==> config.mk <==
export PLATFORM = sky130hd
export DESIGN_NAME = dma2d_agen
export DESIGN_NICKNAME = d
export VERILOG_FILES = /design/src/rtl/dma2d_pkg.sv /design/src/rtl/dma2d_cfg.sv /design/src/rtl/dma2d_step.sv /design/src/rtl/dma2d_agen.sv
export SDC_FILE = /design/constraint.sdc
export NUM_CORES = 1
export LEC_CHECK = 0
export BUFFER_PORTS_ARGS = -buffer_cell sky130_fd_sc_hd__buf_2
export CORE_MARGIN = 10
export CORE_UTILIZATION = 50
export DETAILED_ROUTE_END_ITERATION = 10
export PLACE_DENSITY = 0.85
export SYNTH_ARGS = -nofsm -noshare
export SYNTH_HDL_FRONTEND = slang
export SYNTH_SLANG_ARGS = --single-unit
export TNS_END_PERCENT = 20
==> constraint.sdc <==
create_clock -name clk -period 3 [get_ports clk]
set_clock_uncertainty 0.05 [all_clocks]
set_input_delay 0.3 -clock clk [delete_from_list [all_inputs] [get_ports clk]]
set_output_delay 0.3 -clock clk [all_outputs]
set_load 0.05 [all_outputs]
==> src/rtl/dma2d_pkg.sv <==
package dma2d_pkg;
    typedef enum logic [1:0] {
        ST_IDLE      = 2'd0,
        ST_RUN       = 2'd1,
        ST_WAIT_DESC = 2'd2,
        ST_HALT      = 2'd3
    } dma2d_state_e;
endpackage

==> src/rtl/dma2d_cfg.sv <==
// Captures per-unit parameters on load; zero counts become all-ones.
module dma2d_cfg #(
    parameter int CNT_W = 16,
    parameter int MOD_W = 16
) (
    input  logic             clk,
    input  logic             rst_n,
    input  logic             load,
    input  logic [CNT_W-1:0] x_count,
    input  logic [MOD_W-1:0] x_stride,
    input  logic [MOD_W-1:0] y_stride,
    input  logic             mode_2d,
    input  logic             flow_stop,
    input  logic             row_irq_en,
    output logic [CNT_W-1:0] q_xcnt,
    output logic [MOD_W-1:0] q_xstr,
    output logic [MOD_W-1:0] q_ystr,
    output logic             q_2d,
    output logic             q_stop,
    output logic             q_irq_en
);
    always_ff @(posedge clk or negedge rst_n) begin
        if (!rst_n) begin
            q_xcnt   <= '0;
            q_xstr   <= '0;
            q_ystr   <= '0;
            q_2d     <= 1'b0;
            q_stop   <= 1'b0;
            q_irq_en <= 1'b0;
        end else if (load) begin
            q_xcnt   <= (x_count == '0) ? '1 : x_count;
            q_xstr   <= x_stride;
            q_ystr   <= y_stride;
            q_2d     <= mode_2d;
            q_stop   <= flow_stop;
            q_irq_en <= row_irq_en;
        end
    end
endmodule

==> src/rtl/dma2d_step.sv <==
// Combinational next-address and row-end decode.
module dma2d_step #(
    parameter int ADDR_W = 32,
    parameter int CNT_W  = 16,
    parameter int MOD_W  = 16
) (
    input  logic [ADDR_W-1:0] addr,
    input  logic [CNT_W-1:0]  xc,
    input  logic [CNT_W-1:0]  yc,
    input  logic [MOD_W-1:0]  xstr,
    input  logic [MOD_W-1:0]  ystr,
    input  logic              is_2d,
    output logic [ADDR_W-1:0] addr_elem,
    output logic [ADDR_W-1:0] addr_row,
    output logic              row_end,
    output logic              wrap
);
    localparam int EXT_W = ADDR_W - MOD_W;
    logic [ADDR_W-1:0] xs_ext, ys_ext;

    assign xs_ext    = {{EXT_W{xstr[MOD_W-1]}}, xstr};
    assign ys_ext    = {{EXT_W{ystr[MOD_W-1]}}, ystr};
    assign addr_elem = addr + xs_ext;
    // The last X step plus its rewind cancel, so only the Y step remains.
    assign addr_row  = addr + ys_ext;
    assign row_end   = (xc == CNT_W'(1));
    assign wrap      = is_2d && (yc > CNT_W'(1));
endmodule

==> src/rtl/dma2d_agen.sv <==
module dma2d_agen #(
    parameter int ADDR_W = 32,
    parameter int CNT_W  = 16,
    parameter int MOD_W  = 16
) (
    input  logic              clk,
    input  logic              rst_n,
    input  logic              load,
    input  logic [ADDR_W-1:0] start_addr,
    input  logic [CNT_W-1:0]  x_count,
    input  logic [MOD_W-1:0]  x_stride,
    input  logic [CNT_W-1:0]  y_count,
    input  logic [MOD_W-1:0]  y_stride,
    input  logic              mode_2d,
    input  logic              flow_stop,
    input  logic              row_irq_en,
    input  logic              elem_done,
    input  logic              xfer_err,
    output logic [ADDR_W-1:0] cur_addr,
    output logic [CNT_W-1:0]  cur_x,
    output logic [CNT_W-1:0]  cur_y,
    output logic              run,
    output logic              done,
    output logic              err,
    output logic              row_irq,
    output logic              desc_req
);
    import dma2d_pkg::*;

    dma2d_state_e      state, state_nx;
    logic [CNT_W-1:0]  q_xcnt;
    logic [MOD_W-1:0]  q_xstr, q_ystr;
    logic              q_2d, q_stop, q_irq_en;
    logic [ADDR_W-1:0] addr_elem, addr_row;
    logic              row_end, wrap, fire, fault;

    dma2d_cfg #(.CNT_W(CNT_W), .MOD_W(MOD_W)) u_cfg (
        .clk(clk), .rst_n(rst_n), .load(load),
        .x_count(x_count), .x_stride(x_stride), .y_stride(y_stride),
        .mode_2d(mode_2d), .flow_stop(flow_stop), .row_irq_en(row_irq_en),
        .q_xcnt(q_xcnt), .q_xstr(q_xstr), .q_ystr(q_ystr),
        .q_2d(q_2d), .q_stop(q_stop), .q_irq_en(q_irq_en)
    );

    dma2d_step #(.ADDR_W(ADDR_W), .CNT_W(CNT_W), .MOD_W(MOD_W)) u_step (
        .addr(cur_addr), .xc(cur_x), .yc(cur_y),
        .xstr(q_xstr), .ystr(q_ystr), .is_2d(q_2d),
        .addr_elem(addr_elem), .addr_row(addr_row),
        .row_end(row_end), .wrap(wrap)
    );

    assign run   = (state == ST_RUN) || (state == ST_WAIT_DESC);
    assign fault = !load && xfer_err && run;
    assign fire  = !load && !xfer_err && elem_done && (state == ST_RUN);

    // Next-state logic
    always_comb begin
        state_nx = state;
        if (load) begin
            state_nx = ST_RUN;
        end else begin
            unique case (state)
                ST_IDLE:      state_nx = ST_IDLE;
                ST_RUN: begin
                    if (xfer_err)
                        state_nx = ST_HALT;
                    else if (elem_done && row_end && !wrap)
                        state_nx = q_stop ? ST_IDLE : ST_WAIT_DESC;
                end
                ST_WAIT_DESC: if (xfer_err) state_nx = ST_HALT;
                ST_HALT:      state_nx = ST_HALT;
            endcase
        end
    end

    // State register
    always_ff @(posedge clk or negedge rst_n) begin
        if (!rst_n) state <= ST_IDLE;
        else        state <= state_nx;
    end

    // Datapath and status outputs
    always_ff @(posedge clk or negedge rst_n) begin
        if (!rst_n) begin
            cur_addr <= '0;
            cur_x    <= '0;
            cur_y    <= '0;
            done     <= 1'b0;
            err      <= 1'b0;
            row_irq  <= 1'b0;
            desc_req <= 1'b0;
        end else begin
            row_irq  <= fire && row_end && q_irq_en;
            desc_req <= fire && row_end && !wrap && !q_stop;
            if (load) begin
                cur_addr <= start_addr;
                cur_x    <= (x_count == '0) ? '1 : x_count;
                cur_y    <= (y_count == '0) ? '1 : y_count;
                done     <= 1'b0;
                err      <= 1'b0;
            end else if (fault) begin
                err <= 1'b1;
            end else if (fire) begin
                if (!row_end) begin
                    cur_addr <= addr_elem;
                    cur_x    <= cur_x - CNT_W'(1);
                end else if (wrap) begin
                    cur_addr <= addr_row;
                    cur_x    <= q_xcnt;
                    cur_y    <= cur_y - CNT_W'(1);
                end else begin
                    cur_addr <= addr_elem;
                    cur_x    <= '0;
                    done     <= q_stop;
                end
            end
        end
    end

    // Assertions
    p_stepping_x_nonzero_r2: assert property (@(posedge clk) disable iff (!rst_n)
        (state == ST_RUN) |-> (cur_x != '0));
    p_irq_needs_enable_r3: assert property (@(posedge clk) disable iff (!rst_n)
        row_irq |-> q_irq_en);
    p_done_excludes_run_r5: assert property (@(posedge clk) disable iff (!rst_n)
        !(done && run));
    p_desc_req_running_r6: assert property (@(posedge clk) disable iff (!rst_n)
        desc_req |-> (state == ST_WAIT_DESC));
    p_err_stops_run_r7: assert property (@(posedge clk) disable iff (!rst_n)
        err |-> !run);
    p_idle_holds_addr_r8: assert property (@(posedge clk) disable iff (!rst_n)
        (!run && !load) |=> $stable(cur_addr) && $stable(cur_x) && $stable(cur_y));
    p_pulses_exclusive_r6: assert property (@(posedge clk) disable iff (!rst_n)
        desc_req |=> !desc_req);
endmodule

==> reports/results.ini, run 1 <==
[logic_synthesis]
ys_ff_latch=121
yosys_most_used_dff=dfrtp_1
synth_nets=1318
ys_warn_count=0
yosysSeqAreaShare_pct=32.3
netlist_area_um2=9380
synth-edff-count=0
syn_inst=1142
syn-mean-instance-area_um2=8.22
async_flop_share_pct=100
synth_cell_type_count=62

[floorplan]
die_y_um=157
coreArea_um2=18600
io_pins=173
die_area_um2=24600
start_util_pct=50.5
rows=50
die_x_um=157

[timing]
max_slew_margin_pct=21.1
slew_viol_final=0
setup_viol=2
fin_crit_sh_pct=101
tightest_slew_ns=1.18
setup_slack_ns=-0.0222
fmax_mhz=331
holdWs_ns=0.0277
finalHoldViolCount=0
min_period_ns=3.02
rsz0062_at_grt=true
finalSetupTns_ns=-0.0277

[power_and_ir_drop]
power_w=0.00791
switching_share_pct=42.3
p_leak_nw=5.39
sequentialPowerShare_pct=26.2
powerDensity_nw_per_um2=677
clkPwrFrac_pct=25.6
internal_power_w=0.00456
pwr-share-comb_pct=48.2
p_sw_w=0.00335
ir_worst_vdd_mv=0.522

[critical_path]
cp_cell_sequence=ha_1 > fa_1 > a21o_1 > a31oi_4 > nor4_2 > o31ai_1 > buf_4 > a21oi_1 > a41oi_2 > xor2_1 > o22ai_1 > a211o_1
worstSetupStartpointType=flop
end_kind=flop
worstReg2RegEnd=cur_addr[28]
cpPeakStageDelay_ns=0.42
reg2reg_depth=12
critPathRequiredTime_ns=3.27
slowest_stage=dfrtp_2
cp-startpoint=cur_addr[0]
cp_max_fo=3
path_class=flop to flop
r2r-start=cur_addr[0]
arrival_ns=3.29
r2r_slack_ns=-0.02

[route]
routed_wirelength_mm=31.1
drt-initial-drc-count=818
vias_per_cell=6.14
dr.pass1.iters=9
dr_total_vias=9824
antenna_left=0
drc=0
wire_per_inst_um=19.5

[clock_network]
htree_num_levels=4
clkTransAtPathRegs_ns=0.06
clock_latency_ns=0.44
cts_made_buffers=17
cts_buffer_depth=2
cts_sinks=121
cts_tree=built
cts_root_buf=clkbuf_16

[global_routing]
grt_max_degree=67
grt_first_pass_wirelength_mm=49.5
antenna_found_initial=0
overflow=0
grt_pass1_vias=9657
grt_use_total_pct=24.7

[min_path]
hold_path_depth=3
hold_path_class=primary input to flop
min_from=start_addr[11]
hold-path-endpoint=cur_addr[11]

[cells_and_area]
area_delta_synth_final_pct=24.5
antenna_cells=0
final_nets=1530
drive_above_1_share_pct=26.3
design_area_um2=11700

[run]
drv_cap=0

[placed_design]
place.gp.congestion=0.985
io_buffers=172
placed_area_um2=10900
hpwl_mm=23.2

[run_status]
outcome=finished with violations
violations=negative setup slack

## power by group through the flow
stage                     Sequential, W  Combinational (W)  Clock (W)
final                           0.00207            0.00381    0.00202
after global routing            0.00210            0.00414    0.00210
after CTS                       0.00206            0.00367    0.00203
after detailed placement        0.00209            0.00358          0
after global placement          0.00208            0.00350          0
after floorplan                 0.00250            0.00210          0
## synthesized netlist by cell type, drive strengths merged (5+ instances only)
master / n / area share, %
o31ai: 8 / 0.64
nand3: 22 / 1.2
a31oi: 16 / 1.1
nor2b: 9 / 0.60
buf: 6 / 0.32
o22a: 5 / 0.47
xor2: 26 / 2.4
nand2b: 10 / 0.67
nor3: 18 / 0.96
o21bai: 5 / 0.40
nand4: 11 / 0.73
ha: 70 / 9.3
a221oi: 7 / 0.65
inv: 35 / 1.4
a211oi: 15 / 1.2
and3: 18 / 1.2
xnor2: 37 / 3.5
a21oi: 127 / 6.8
o211ai: 14 / 1.1
a21o: 28 / 2.2
or3: 14 / 0.99
o41ai: 7 / 0.73
dfrtp: 121 / 32
clkbuf: 53 / 2.1
nor2: 124 / 5.0
nand2: 86 / 3.4
mux2: 35 / 4.2
o21ai: 139 / 7.4
o221ai: 7 / 0.65
nor4: 16 / 1.4
a211o: 7 / 0.65
## layer usage
layer	track usage [%]	routed length (µm)	vias up	share of wire (%)
li1	-	-	4622	-
met2	40.9	14800	481	48
met1	31.1	12900	4643	41
met5	0	0	-	0
met3	5.46	2620	78	8.4
met4	8.58	780	0	2.5
## what timing repair did
action,4_1_cts,5_1_grt
pin swaps,9,9
hold buffers,1,0
endpoints found under the setup margin,13,26
endpoints found under the hold margin,27,0
gates resized for setup,14,28
buffers inserted,3,1
## worst max-delay path, delay by kind of cell (launching register included)
family                     cells  cell delay (ns)
AOI/OAI and AO/OA              7             1.34
adders and majority gates      2             0.64
xor gates and xnor gates       1             0.18
DFF                            1             0.42
buffers and inverters          1             0.16
and+or+nand+nor                1             0.10
## sequential cells by signal (all words and copies together), names as in the netlist, 2 cells and up
register      flops
cur_addr         32
cur_x            16
cur_y            16
u_cfg.q_xcnt     16
u_cfg.q_xstr     16
u_cfg.q_ystr     16
state             2
## layout by cell type, fill, tap and decap left out, drive strengths merged, types with 9 or more instances in the layout
cell type,synthesis,layout
buf,6,251
o21ai,139,139
a21oi,127,127
nor2,124,124
dfrtp,121,121
nand2,86,86
ha,70,70
xnor2,37,37
inv,35,35
mux2,35,35
a21o,28,28
xor2,26,26
clkbuf,53,23
nand3,22,22
and3,18,18
nor3,18,18
a31oi,16,16
nor4,16,16
a211oi,15,15
o211ai,14,14
or3,14,14
nand4,11,11
nand2b,10,10
nor2b,9,9
## through the flow
stage          utilization (%)  setup WS [ns]  std cells
3_5_place_dp              58.6         -0.166       1564
6_report                  62.9        -0.0222       1600
2_1_floorplan                -        -0.0217       1142
4_1_cts                   62.2        -0.0198       1599
5_1_grt                   62.9         -0.153       1600
3_3_place_gp              58.6         -0.115       1564
## area by class of cell
cell class | count | area, µm²
timing repair buffer | 252 | 1490
fill | 1583 | 6900
inverter | 35 | 131
clock buffer | 23 | 468
multi-input combinational | 927 | 6170
sequential | 121 | 3030
tap | 234 | 293
clock inverter | 8 | 97.6
## kinds of logic after synthesis
| kind of cell | count (synthesis) | share of synthesized area (%) |
|---|---|---|
| muxes | 37 | 4.41 |
| buffers and inverters | 94 | 3.84 |
| xor gates and xnor gates | 63 | 5.88 |
| DFF | 121 | 32.3 |
| AOI/OAI and AO/OA | 412 | 26.6 |
| and+or+nand+nor | 343 | 17.3 |
| adders and majority gates | 72 | 9.76 |
## worst max path at each step
stage | cells past startpoint | slack, ns | to
global placement | 13 | -0.11 | cur_addr[28]
global route | 13 | -0.15 | cur_addr[27]
finish | 12 | -0.02 | cur_addr[28]
floorplan | 10 | -0.02 | cur_addr[31]
detailed placement | 13 | -0.17 | cur_addr[27]
CTS | 13 | -0.02 | cur_addr[27]
(Power assumes the default switching activity.)
==> run 2, diff against run 1 <==
--- a/config.mk
+++ b/config.mk
@@ -7,5 +7,5 @@
 export LEC_CHECK = 0
 export BUFFER_PORTS_ARGS = -buffer_cell sky130_fd_sc_hd__buf_2
-export CORE_MARGIN = 10
+export CORE_MARGIN = 5
 export CORE_UTILIZATION = 50
 export DETAILED_ROUTE_END_ITERATION = 10
==> constraint.sdc (replaced) <==
create_clock -name clk -period 3 [get_ports clk]
set_clock_uncertainty 0.05 [all_clocks]
set_input_delay 0.45 -clock clk [delete_from_list [all_inputs] [get_ports clk]]
set_output_delay 0.45 -clock clk [all_outputs]
set_load 0.05 [all_outputs]
==> run 2 against run 1 <==
  * The run now ends clean
  * Worst setup slack gained 0.045 ns
  * Final cell count shrank 0.31%
  * Clock power grew 5%
  * Worst hold slack gained 0.0076 ns
  * Non-clock buffer count shrank 4
  * Wire length shrank 3.7%
  * First-iteration DRC count grew 12%
  * Total power grew 0.50%
  * Utilization shrank 0.20 points
  * Combinational power shrank 2%
  * Critical path type unchanged
  * Highest routed layer unchanged
==> reports/results.ini, run 2 (synthesized netlist as in run 1, its figures left out) <==
[run_status]
outcome=complete, no violations

[clock_network]
cts_made_buffers=17
clock_latency_ns=0.42
cts_buffer_depth=2
cts_tree=built
clkTransAtPathRegs_ns=0.06
cts_root_buf=clkbuf_16
htree_num_levels=4
cts_sinks=121

[critical_path]
worstSetupStartpointType=flop
path_class=flop to flop
arrival_ns=3.21
end_kind=flop
r2r_slack_ns=0.02
cp_cell_sequence=ha_2 > buf_4 > a211o_1 > o211ai_1 > a211oi_2 > o41ai_2 > buf_4 > o32ai_1 > a41o_2 > a211oi_2 > xor2_1 > o221ai_1
cp_max_fo=4
slowest_stage=dfrtp_2
cpPeakStageDelay_ns=0.43
critPathRequiredTime_ns=3.23

[power_and_ir_drop]
switching_share_pct=41.5
clkPwrFrac_pct=26.8
internal_power_w=0.00465
sequentialPowerShare_pct=26.1
pwr-share-comb_pct=47.0
power_w=0.00795
powerDensity_nw_per_um2=683
ir_worst_vdd_mv=0.469
p_sw_w=0.00330
p_leak_nw=5.39

[route]
wire_per_inst_um=18.8
drt-initial-drc-count=916
routed_wirelength_mm=30.0
vias_per_cell=6.12
drc=0
dr_total_vias=9768
dr.pass1.iters=5
antenna_left=0

[global_routing]
antenna_found_initial=1
grt_first_pass_wirelength_mm=47.8
grt_use_total_pct=26.8
overflow=0
grt_max_degree=92
grt_pass1_vias=9601

[timing]
setup_viol=0
min_period_ns=2.98
rsz0062_at_grt=true
finalHoldViolCount=0
tightest_slew_ns=1.14
slew_viol_final=0
fin_crit_sh_pct=99.2
fmax_mhz=336
finalSetupTns_ns=0
max_slew_margin_pct=23.8

[cells_and_area]
mostFrequentLayoutCell=buf_2
top_register=cur_addr
drive_above_1_share_pct=26.0
final_nets=1526
design_area_um2=11600
stdcell_count=1595
area_delta_synth_final_pct=24.1
layout_common_cells=buf_2, o21ai_0, a21oi_1
largest_reg_flops=32

[floorplan]
io_pins=173
rows=50
die_x_um=147
die_y_um=147
start_util_pct=50.5
coreArea_um2=18600
die_area_um2=21600

[placed_design]
io_buffers=172
placed_area_um2=10900
place.gp.congestion=0.962
place_inst=1560
hpwl_mm=22.1

[run]
drv_cap=0

[min_path]
hold_path_class=primary input to asynchronous set/reset pin

==> run 2: final timing paths <==
check / start / endpoint / depth (start not counted)
max: cur_addr[0] / cur_addr[27] / 12
min: rst_n / cur_y[5] / 1
max reg2reg: cur_addr[0] / cur_addr[27] / 12
min reg2reg: u_cfg.q_irq_en / u_cfg.q_irq_en / 1
max in group asynchronous: rst_n / cur_addr[1] / 2
min in group clk: start_addr[6] / cur_addr[6] / 3
==> run 2: power by group through the flow <==
stage,sequential (W),combinational [W],clock (W)
global placement,0.00208,0.00345,0
finish,0.00208,0.00374,0.00213
detailed placement,0.00209,0.00352,0
floorplan,0.00250,0.00210,0
CTS,0.00207,0.00360,0.00215
global route,0.00210,0.00405,0.00222
==> run 2: metal layers <==
layer  vias up  GRT usage, %  part of all wire [%]
li1       4600             -                     -
met1      4657          34.6                    42
met4         0          11.0                   3.1
met3        77          4.87                   7.3
met5         -             0                     0
met2       434          44.6                    48
==> run 2: area by class of cell <==
type | instances | area [µm²]
diodes | 1 | 2.50
repair buffers | 248 | 1450
clock inverters | 7 | 118
clock buffers | 22 | 484
flip-flops and latches | 121 | 3030
well taps | 234 | 293
multi-input cells | 927 | 6130
fillers | 1528 | 6940
inverters | 35 | 131
==> run 2: repair_timing <==
item | 4_1_cts | 5_1_grt
resized for setup | 11 | 25
hold buffers | 0 | 0
pin swaps | 6 | 10
setup buffers | 1 | 4
setup endpoints to repair | 9 | 24
==> run 2: per-stage QoR <==
| step | worst slack, ns | hold WS [ns] | utilization [%] |
|---|---|---|---|
| after floorplan | -0.0217 | 0.104 | - |
| after detailed placement | -0.174 | 0.437 | 58.5 |
| final | 0.0230 | 0.0353 | 62.7 |
| after global placement | -0.0623 | 0.426 | 58.5 |
| after global routing | -0.0841 | 0.0764 | 62.7 |
| after CTS | 0.00933 | 0.0519 | 62.0 |
==> run 2: critical path: cells and delay by family (launching register included) <==
family | cells | cell delay (ns)
XOR/XNOR | 1 | 0.20
adder cells (fa/ha/maj) | 1 | 0.21
flip-flops | 1 | 0.43
AO/OA/AOI/OAI | 8 | 1.64
buffers and inverters | 2 | 0.32
